File: src/rtl/led_cmd_pkg.sv
package led_cmd_pkg;
  localparam int IDX_W = 5;

  localparam logic [2:0] CMD_APPLY    = 3'b000;
  localparam logic [2:0] CMD_WRITE    = 3'b001;
  localparam logic [2:0] CMD_WR_APPLY = 3'b010;
  localparam logic [2:0] CMD_ALL_LVL  = 3'b011;
  localparam logic [2:0] CMD_ALL_DUTY = 3'b100;

  typedef enum logic [3:0] {
    ST_IDLE,
    ST_RX_ADDR,
    ST_ACK_ADDR,
    ST_RX_CMD,
    ST_ACK_CMD,
    ST_RX_DATA,
    ST_ACK_DATA,
    ST_TX,
    ST_TX_ACK,
    ST_IGNORE
  } eng_state_e;
endpackage

File: src/rtl/i2c_line_sync.sv
module i2c_line_sync (
  input  logic clk_i,
  input  logic rst_ni,
  input  logic scl_i,
  input  logic sda_i,
  output logic scl_o,
  output logic sda_o,
  output logic scl_rise_o,
  output logic scl_fall_o,
  output logic start_o,
  output logic stop_o
);
  logic [1:0] scl_ff, sda_ff;
  logic       scl_d, sda_d;

  always_ff @(posedge clk_i or negedge rst_ni) begin
    if (!rst_ni) begin
      scl_ff <= 2'b11;
      sda_ff <= 2'b11;
      scl_d  <= 1'b1;
      sda_d  <= 1'b1;
    end else begin
      scl_ff <= {scl_ff[0], scl_i};
      sda_ff <= {sda_ff[0], sda_i};
      scl_d  <= scl_ff[1];
      sda_d  <= sda_ff[1];
    end
  end

  assign scl_o      = scl_ff[1];
  assign sda_o      = sda_ff[1];
  assign scl_rise_o = scl_ff[1] & ~scl_d;
  assign scl_fall_o = ~scl_ff[1] & scl_d;
  // data edges while clock stays high
  assign start_o    = scl_ff[1] & scl_d & sda_d & ~sda_ff[1];
  assign stop_o     = scl_ff[1] & scl_d & ~sda_d & sda_ff[1];
endmodule

File: src/rtl/i2c_cmd_engine.sv
module i2c_cmd_engine
  import led_cmd_pkg::*;
#(
  parameter logic [6:0] DEV_ADDR = 7'h1B
) (
  input  logic             clk_i,
  input  logic             rst_ni,
  input  logic             scl_rise_i,
  input  logic             scl_fall_i,
  input  logic             start_i,
  input  logic             stop_i,
  input  logic             sda_i,
  input  logic [7:0]       rd_data_i,
  output logic             sda_oe_o,
  output logic [IDX_W-1:0] rd_idx_o,
  output logic             wr_o,
  output logic             bulk_lvl_o,
  output logic             bulk_duty_o,
  output logic             apply_o,
  output logic [IDX_W-1:0] wr_idx_o,
  output logic [7:0]       wr_data_o
);
  eng_state_e state_q;
  logic [7:0] sh_q;
  logic [2:0] cnt_q;
  logic       got8_q;
  logic       rw_q;
  logic [2:0] cmd_q;

  always_ff @(posedge clk_i or negedge rst_ni) begin
    if (!rst_ni) begin
      state_q     <= ST_IDLE;
      sh_q        <= '0;
      cnt_q       <= '0;
      got8_q      <= 1'b0;
      rw_q        <= 1'b0;
      cmd_q       <= '0;
      sda_oe_o    <= 1'b0;
      rd_idx_o    <= '0;
      wr_idx_o    <= '0;
      wr_data_o   <= '0;
      wr_o        <= 1'b0;
      bulk_lvl_o  <= 1'b0;
      bulk_duty_o <= 1'b0;
      apply_o     <= 1'b0;
    end else begin
      wr_o        <= 1'b0;
      bulk_lvl_o  <= 1'b0;
      bulk_duty_o <= 1'b0;
      apply_o     <= 1'b0;
      if (start_i) begin
        state_q  <= ST_RX_ADDR;
        cnt_q    <= '0;
        got8_q   <= 1'b0;
        sda_oe_o <= 1'b0;
      end else if (stop_i) begin
        state_q  <= ST_IDLE;
        sda_oe_o <= 1'b0;
      end else begin
        case (state_q)
          ST_RX_ADDR, ST_RX_CMD, ST_RX_DATA: begin
            if (scl_rise_i) begin
              sh_q   <= {sh_q[6:0], sda_i};
              cnt_q  <= cnt_q + 3'd1;
              got8_q <= (cnt_q == 3'd7);
            end else if (scl_fall_i && got8_q) begin
              got8_q <= 1'b0;
              cnt_q  <= '0;
              if (state_q == ST_RX_ADDR) begin
                if (sh_q[7:1] == DEV_ADDR) begin
                  rw_q     <= sh_q[0];
                  sda_oe_o <= 1'b1;
                  state_q  <= ST_ACK_ADDR;
                end else begin
                  state_q <= ST_IGNORE;
                end
              end else if (state_q == ST_RX_CMD) begin
                cmd_q    <= sh_q[7:5];
                wr_idx_o <= sh_q[4:0];
                sda_oe_o <= 1'b1;
                state_q  <= ST_ACK_CMD;
                if (sh_q[7:5] == CMD_WRITE) rd_idx_o <= sh_q[4:0];
                if (sh_q[7:5] == CMD_APPLY) apply_o <= 1'b1;
              end else begin
                wr_data_o <= sh_q;
                sda_oe_o  <= 1'b1;
                state_q   <= ST_ACK_DATA;
                case (cmd_q)
                  CMD_WRITE:    wr_o <= 1'b1;
                  CMD_WR_APPLY: begin
                    wr_o    <= 1'b1;
                    apply_o <= 1'b1;
                  end
                  CMD_ALL_LVL:  bulk_lvl_o  <= 1'b1;
                  CMD_ALL_DUTY: bulk_duty_o <= 1'b1;
                  default: ;
                endcase
              end
            end
          end
          ST_ACK_ADDR: begin
            if (scl_fall_i) begin
              if (rw_q) begin
                sh_q     <= rd_data_i;
                sda_oe_o <= ~rd_data_i[7];
                cnt_q    <= '0;
                state_q  <= ST_TX;
              end else begin
                sda_oe_o <= 1'b0;
                state_q  <= ST_RX_CMD;
              end
            end
          end
          ST_ACK_CMD: begin
            if (scl_fall_i) begin
              sda_oe_o <= 1'b0;
              state_q  <= ST_RX_DATA;
            end
          end
          ST_ACK_DATA: begin
            if (scl_fall_i) begin
              sda_oe_o <= 1'b0;
              state_q  <= ST_IGNORE;
            end
          end
          ST_TX: begin
            if (scl_fall_i) begin
              if (cnt_q == 3'd7) begin
                sda_oe_o <= 1'b0;
                state_q  <= ST_TX_ACK;
              end else begin
                sh_q     <= {sh_q[6:0], 1'b0};
                sda_oe_o <= ~sh_q[6];
                cnt_q    <= cnt_q + 3'd1;
              end
            end
          end
          ST_TX_ACK: begin
            if (scl_rise_i) state_q <= ST_IGNORE;
          end
          default: ;
        endcase
      end
    end
  end
endmodule

File: src/rtl/led_cmd_regfile.sv
module led_cmd_regfile
  import led_cmd_pkg::*;
#(
  parameter int N_CH   = 8,
  parameter int LVL_W  = 5,
  parameter int DUTY_W = 6
) (
  input  logic                    clk_i,
  input  logic                    rst_ni,
  input  logic                    wr_i,
  input  logic                    bulk_lvl_i,
  input  logic                    bulk_duty_i,
  input  logic                    apply_i,
  input  logic [IDX_W-1:0]        wr_idx_i,
  input  logic [7:0]              wr_data_i,
  input  logic [IDX_W-1:0]        rd_idx_i,
  input  logic [7:0]              status_i,
  output logic [7:0]              rd_data_o,
  output logic [N_CH*LVL_W-1:0]   act_level_o,
  output logic [N_CH*DUTY_W-1:0]  act_duty_o,
  output logic [N_CH-1:0]         act_enable_o
);
  localparam int DUTY_BASE = N_CH;
  localparam logic [IDX_W-1:0] EN_IDX   = IDX_W'(2 * N_CH);
  localparam logic [IDX_W-1:0] STAT_IDX = IDX_W'(2 * N_CH + 1);

  logic [LVL_W-1:0]  lvl_q  [N_CH];
  logic [LVL_W-1:0]  lvl_n  [N_CH];
  logic [LVL_W-1:0]  lvl_a  [N_CH];
  logic [DUTY_W-1:0] duty_q [N_CH];
  logic [DUTY_W-1:0] duty_n [N_CH];
  logic [DUTY_W-1:0] duty_a [N_CH];
  logic [N_CH-1:0]   en_q, en_n, en_a;

  always_comb begin
    for (int i = 0; i < N_CH; i++) begin
      lvl_n[i]  = lvl_q[i];
      duty_n[i] = duty_q[i];
      if (bulk_lvl_i || (wr_i && wr_idx_i == IDX_W'(i)))
        lvl_n[i] = wr_data_i[LVL_W-1:0];
      if (bulk_duty_i || (wr_i && wr_idx_i == IDX_W'(DUTY_BASE + i)))
        duty_n[i] = wr_data_i[DUTY_W-1:0];
    end
    en_n = (wr_i && wr_idx_i == EN_IDX) ? wr_data_i[N_CH-1:0] : en_q;
  end

  always_ff @(posedge clk_i or negedge rst_ni) begin
    if (!rst_ni) begin
      for (int i = 0; i < N_CH; i++) begin
        lvl_q[i]  <= '0;
        lvl_a[i]  <= '0;
        duty_q[i] <= '0;
        duty_a[i] <= '0;
      end
      en_q <= '0;
      en_a <= '0;
    end else begin
      lvl_q  <= lvl_n;
      duty_q <= duty_n;
      en_q   <= en_n;
      if (apply_i) begin
        lvl_a  <= lvl_n;
        duty_a <= duty_n;
        en_a   <= en_n;
      end
    end
  end

  always_comb begin
    rd_data_o = 8'h00;
    for (int i = 0; i < N_CH; i++) begin
      if (rd_idx_i == IDX_W'(i))             rd_data_o = 8'(lvl_q[i]);
      if (rd_idx_i == IDX_W'(DUTY_BASE + i)) rd_data_o = 8'(duty_q[i]);
    end
    if (rd_idx_i == EN_IDX)   rd_data_o = 8'(en_q);
    if (rd_idx_i == STAT_IDX) rd_data_o = status_i;
  end

  for (genvar g = 0; g < N_CH; g++) begin : g_pack
    assign act_level_o[g*LVL_W +: LVL_W]   = lvl_a[g];
    assign act_duty_o[g*DUTY_W +: DUTY_W]  = duty_a[g];
  end
  assign act_enable_o = en_a;
endmodule

File: src/rtl/led_cmd_i2c_slave.sv
module led_cmd_i2c_slave
  import led_cmd_pkg::*;
#(
  parameter logic [6:0] DEV_ADDR = 7'h1B,
  parameter int N_CH   = 8,
  parameter int LVL_W  = 5,
  parameter int DUTY_W = 6
) (
  input  logic                   clk_i,
  input  logic                   rst_ni,
  input  logic                   scl_i,
  input  logic                   sda_i,
  input  logic [7:0]             status_i,
  output logic                   sda_oe_o,
  output logic                   bus_activity_o,
  output logic [N_CH*LVL_W-1:0]  act_level_o,
  output logic [N_CH*DUTY_W-1:0] act_duty_o,
  output logic [N_CH-1:0]        act_enable_o
);
  logic scl_s, sda_s, scl_rise, scl_fall, start_det, stop_det;
  logic wr, bulk_lvl, bulk_duty, apply;
  logic [IDX_W-1:0] rd_idx, wr_idx;
  logic [7:0] wr_data, rd_data;

  i2c_line_sync u_sync (
    .clk_i      (clk_i),
    .rst_ni     (rst_ni),
    .scl_i      (scl_i),
    .sda_i      (sda_i),
    .scl_o      (scl_s),
    .sda_o      (sda_s),
    .scl_rise_o (scl_rise),
    .scl_fall_o (scl_fall),
    .start_o    (start_det),
    .stop_o     (stop_det)
  );

  i2c_cmd_engine #(.DEV_ADDR(DEV_ADDR)) u_eng (
    .clk_i       (clk_i),
    .rst_ni      (rst_ni),
    .scl_rise_i  (scl_rise),
    .scl_fall_i  (scl_fall),
    .start_i     (start_det),
    .stop_i      (stop_det),
    .sda_i       (sda_s),
    .rd_data_i   (rd_data),
    .sda_oe_o    (sda_oe_o),
    .rd_idx_o    (rd_idx),
    .wr_o        (wr),
    .bulk_lvl_o  (bulk_lvl),
    .bulk_duty_o (bulk_duty),
    .apply_o     (apply),
    .wr_idx_o    (wr_idx),
    .wr_data_o   (wr_data)
  );

  led_cmd_regfile #(.N_CH(N_CH), .LVL_W(LVL_W), .DUTY_W(DUTY_W)) u_regs (
    .clk_i        (clk_i),
    .rst_ni       (rst_ni),
    .wr_i         (wr),
    .bulk_lvl_i   (bulk_lvl),
    .bulk_duty_i  (bulk_duty),
    .apply_i      (apply),
    .wr_idx_i     (wr_idx),
    .wr_data_i    (wr_data),
    .rd_idx_i     (rd_idx),
    .status_i     (status_i),
    .rd_data_o    (rd_data),
    .act_level_o  (act_level_o),
    .act_duty_o   (act_duty_o),
    .act_enable_o (act_enable_o)
  );

  assign bus_activity_o = start_det;
endmodule

File: config.mk
export PLATFORM = sky130hd
export DESIGN_NAME = led_cmd_i2c_slave
export DESIGN_NICKNAME = d
export VERILOG_FILES = /design/src/rtl/led_cmd_pkg.sv /design/src/rtl/i2c_line_sync.sv /design/src/rtl/i2c_cmd_engine.sv /design/src/rtl/led_cmd_regfile.sv /design/src/rtl/led_cmd_i2c_slave.sv
export SDC_FILE = /design/constraint.sdc
export NUM_CORES = 1
export LEC_CHECK = 0
export BUFFER_PORTS_ARGS = -buffer_cell sky130_fd_sc_hd__buf_2
export CELL_PAD_IN_SITES_DETAIL_PLACEMENT = 1
export CELL_PAD_IN_SITES_GLOBAL_PLACEMENT = 2
export CORE_ASPECT_RATIO = 1.75
export CORE_UTILIZATION = 34
export CTS_CLUSTER_SIZE = 14
export DETAILED_ROUTE_END_ITERATION = 6
export GPL_ROUTABILITY_DRIVEN = 0
export PLACE_DENSITY_LB_ADDON = 0.2
export SLEW_MARGIN = 10
export SYNTH_ARGS = -nofsm -noshare
export SYNTH_HDL_FRONTEND = slang
export SYNTH_SLANG_ARGS = --single-unit
File: constraint.sdc
create_clock -name clk_i -period 2.3 [get_ports clk_i]
set_clock_uncertainty 0.05 [all_clocks]
set_input_delay 0.115 -clock clk_i [delete_from_list [all_inputs] [get_ports clk_i]]
set_output_delay 0.115 -clock clk_i [all_outputs]
set_load 0.02 [all_outputs]
==> reports/qor.yml <==
final_cells: 1488
die_height_um: 240
io_buffers: 109
startpoint_type: "register"
slew_headroom_pct: 34.5
firstDrtPassIters: 6
setup_ws_ps: 66.4
cts_made_buffers: 24
crit_path_end_kind: "register"
grt_max_degree: 79
critPathRequiredTime_ps: 2670
drive_gt1_share_pct: 44.5
die_w_um: 138
hold_class: "in -> reg"
start_util_pct: 34.7
io_pins: 110
vias_per_cell: 5.32
setup_viol: 0
cts_root_buf: "clkbuf_16"
async_flop_share_pct: 100
syn_inst: 891
die_area_sq_mm: 0.0332
numClockSinks: 241
yosys_register_bits: 241
worst_slew_pin_slew_ps: 982
grt_pass1_wl_um: 54900
status: "finished, violations left"
rsz0062_at_grt: "false"
cts_tree: "built"
pre_cts_slack_ps: -317
dp.final_hpwl_um: 26100
cts.reportedPaths.clkPinSlew_ps: 70
grt_use_total_pct: 22.0
fillers: 3383
final_antenna_net_count: 0
cp.arrival_ps: 2600
antenna_found_initial: 0
vias: 7922
synth_area_sq_mm: 0.0110
grt_pass1_vias: 8908
ys_seq_area_share_pct: 54.8
wl_per_cell_um: 23.6
nNetsFinal: 1089
crit_type: "reg -> reg"
num_antenna_cells: 0
avgSynthCellArea_sq_um: 12.4
post-place-cells: 1435
fin_crit_sh_pct: 97.1
synth_cell_type_count: 74
multi_input_area_sq_mm: 0.00474
synth_nets: 905
violations: "design-rule violations"
synth_ff_type: "dfrtp_1"
cts_buffer_depth: 3
areaGrowthSynthToFinish_pct: 22.7
p_per_area_mw_per_mm2: 777
cap_violations: 0
critPathMaxFanout: 15
clock_latency_ps: 540
register_area_sq_mm: 0.00605
grt_overflow: 0
clock.fmax_mhz: 448
cts-htree-levels: 1
core.rowCount: 86
drc: 9
synth_edf_count: 0
final_hold_viol_count: 0
ir_drop_mv: 0.557
drv_slew: 0
core-area_sq_mm: 0.0317
period_needed_ps: 2230
p_leak_nw: 6.71
wl_um: 35200
drt_iter0_drc: 335
ys_warn_count: 0
==> per-layer routing <==
metal  vias to the layer above  share of wire, %  routed length, um  track usage (%)
li1                       3619                 -                  -                -
met1                      4097                39              13800             24.7
met2                       141                55              19300             42.5
met3                        65               2.5                867             2.13
met4                         0               3.5               1230             8.68
met5                         -                 0                  0                0
==> timing repair <==
item | in CTS | in global routing
cloned | 0 | 0
setup buffers | 0 | 2
gates resized for setup | 8 | 5
endpoints found under the hold margin | 77 | 0
pin swaps | 0 | 1
setup endpoints to repair | 3 | 8
hold buffers | 8 | 0
==> power by group <==
part / switching [mW] / internal [mW] / leakage (nW) / total, mW
registers: 0.179 / 4.37 / 3.32 / 4.55
clock network: 1.69 / 2.29 / 0.387 / 3.99
logic: 1.10 / 0.883 / 3.00 / 1.98
total: 2.97 / 7.55 / 6.71 / 10.5
==> state kept, by name, summed over array words and instances, names as in the netlist, 4 cells and up <==
name and cells:
u_regs.act_level_o 40, u_eng.sh_q 8, u_regs.lvl_q 40, u_regs.act_duty_o 48, u_eng.wr_idx_o 5, u_regs.duty_q 48, u_regs.en_q 8, u_regs.act_enable_o 8
u_eng.state_q 4, u_eng.rd_idx_o 5, u_eng.wr_data_o 8
==> through the flow <==
step / power [mW] / util [%] / hold WS (ps) / TNS, ps / cell area (sq um)
finish: 10.5 / 42.6 / 18.1 / 0 / 13500
global route: 11.0 / 42.6 / 84.3 / 0 / 13500
detailed placement: 6.57 / 39.7 / 133 / -729 / 12600
floorplan: 5.63 / - / -231 / 0 / 11000
CTS: 10.6 / 42.5 / 15.7 / 0 / 13500
global placement: 6.56 / 39.7 / 122 / -578 / 12600
==> logic make-up after synthesis <==
family | share of synthesized area, %
flops | 54.8
mux | 23.2
fa+ha+maj | 0.227
simple gates | 8.42
compound gates | 10.6
buf+inv | 2.59
xor+xnor | 0.238
==> cell type report <==
cell class | instances | area share (%)
inverters | 14 | 0.388
flip-flops and latches | 241 | 44.7
clock buffers | 36 | 5.37
multi-input cells | 585 | 35.0
repair buffers | 209 | 10.4
clock inverters | 7 | 0.481
well taps | 396 | 3.66
==> cells in the final DEF (no fill, tap or decap), types with 6 or more instances in the layout <==
| master | n |
|---|---|
| nand3_1 | 11 |
| buf_12 | 6 |
| a21oi_1 | 53 |
| and3_1 | 7 |
| buf_2 | 108 |
| nand2b_1 | 10 |
| dfstp_2 | 6 |
| inv_1 | 13 |
| nor2_1 | 30 |
| o21ai_0 | 49 |
| dfrtp_1 | 229 |
| o211ai_1 | 11 |
| a211oi_1 | 6 |
| a31oi_1 | 9 |
| nor3_1 | 11 |
| dlygate4sd3_1 | 8 |
| mux2i_1 | 16 |
| clkbuf_8 | 6 |
| nand2_1 | 49 |
| nor2b_1 | 12 |
| buf_4 | 86 |
| clkbuf_16 | 25 |
| mux2_2 | 213 |
==> worst paths after layout <==
check,depth (start not counted),start,end,slack [ps]
min in group asynchronous,2,rst_ni,u_regs.act_level_o[1],120
max in group asynchronous,3,rst_ni,u_eng.rd_idx_o[3],1260
worst max-delay path,7,u_eng.rd_idx_o[4],u_eng.sh_q[2],70
worst min-delay path,5,status_i[3],u_eng.sh_q[3],20
worst max register to register,7,u_eng.rd_idx_o[4],u_eng.sh_q[2],70
worst min register to register,0,u_sync.sda_ff[0],u_sync.sda_ff[1],310
==> synthesized netlist by cell type, types with 5 or more instances <==
cell type  number  area share [%]
dfrtp_1       235              53
mux2_2        213              22
a21oi_1        53             2.4
o21ai_0        50             2.3
nand2_1        49             1.7
nor2_1         30             1.0
clkbuf_1       27            0.92
mux2i_1        16             1.5
buf_2          15            0.68
inv_1          13            0.44
nor3_1         13            0.59
nor2b_1        12            0.68
nand2b_1       11            0.62
nand3_1        11            0.50
o211ai_1       11            0.75
a31oi_1         9            0.51
and3_1          7            0.40
a211oi_1        6            0.41
dfstp_2         6             1.4
a22oi_1         5            0.34
==> worst max-delay path: stages, from the launching register on <==
cell and delay [ps]:
dfrtp_2 540, buf_4 220, buf_4 160, nor2_1 250, o21a_1 190, o221ai_1 180, a221oi_1 400, o31ai_1 130
No activity file was read; power rests on OpenSTA's default activity.
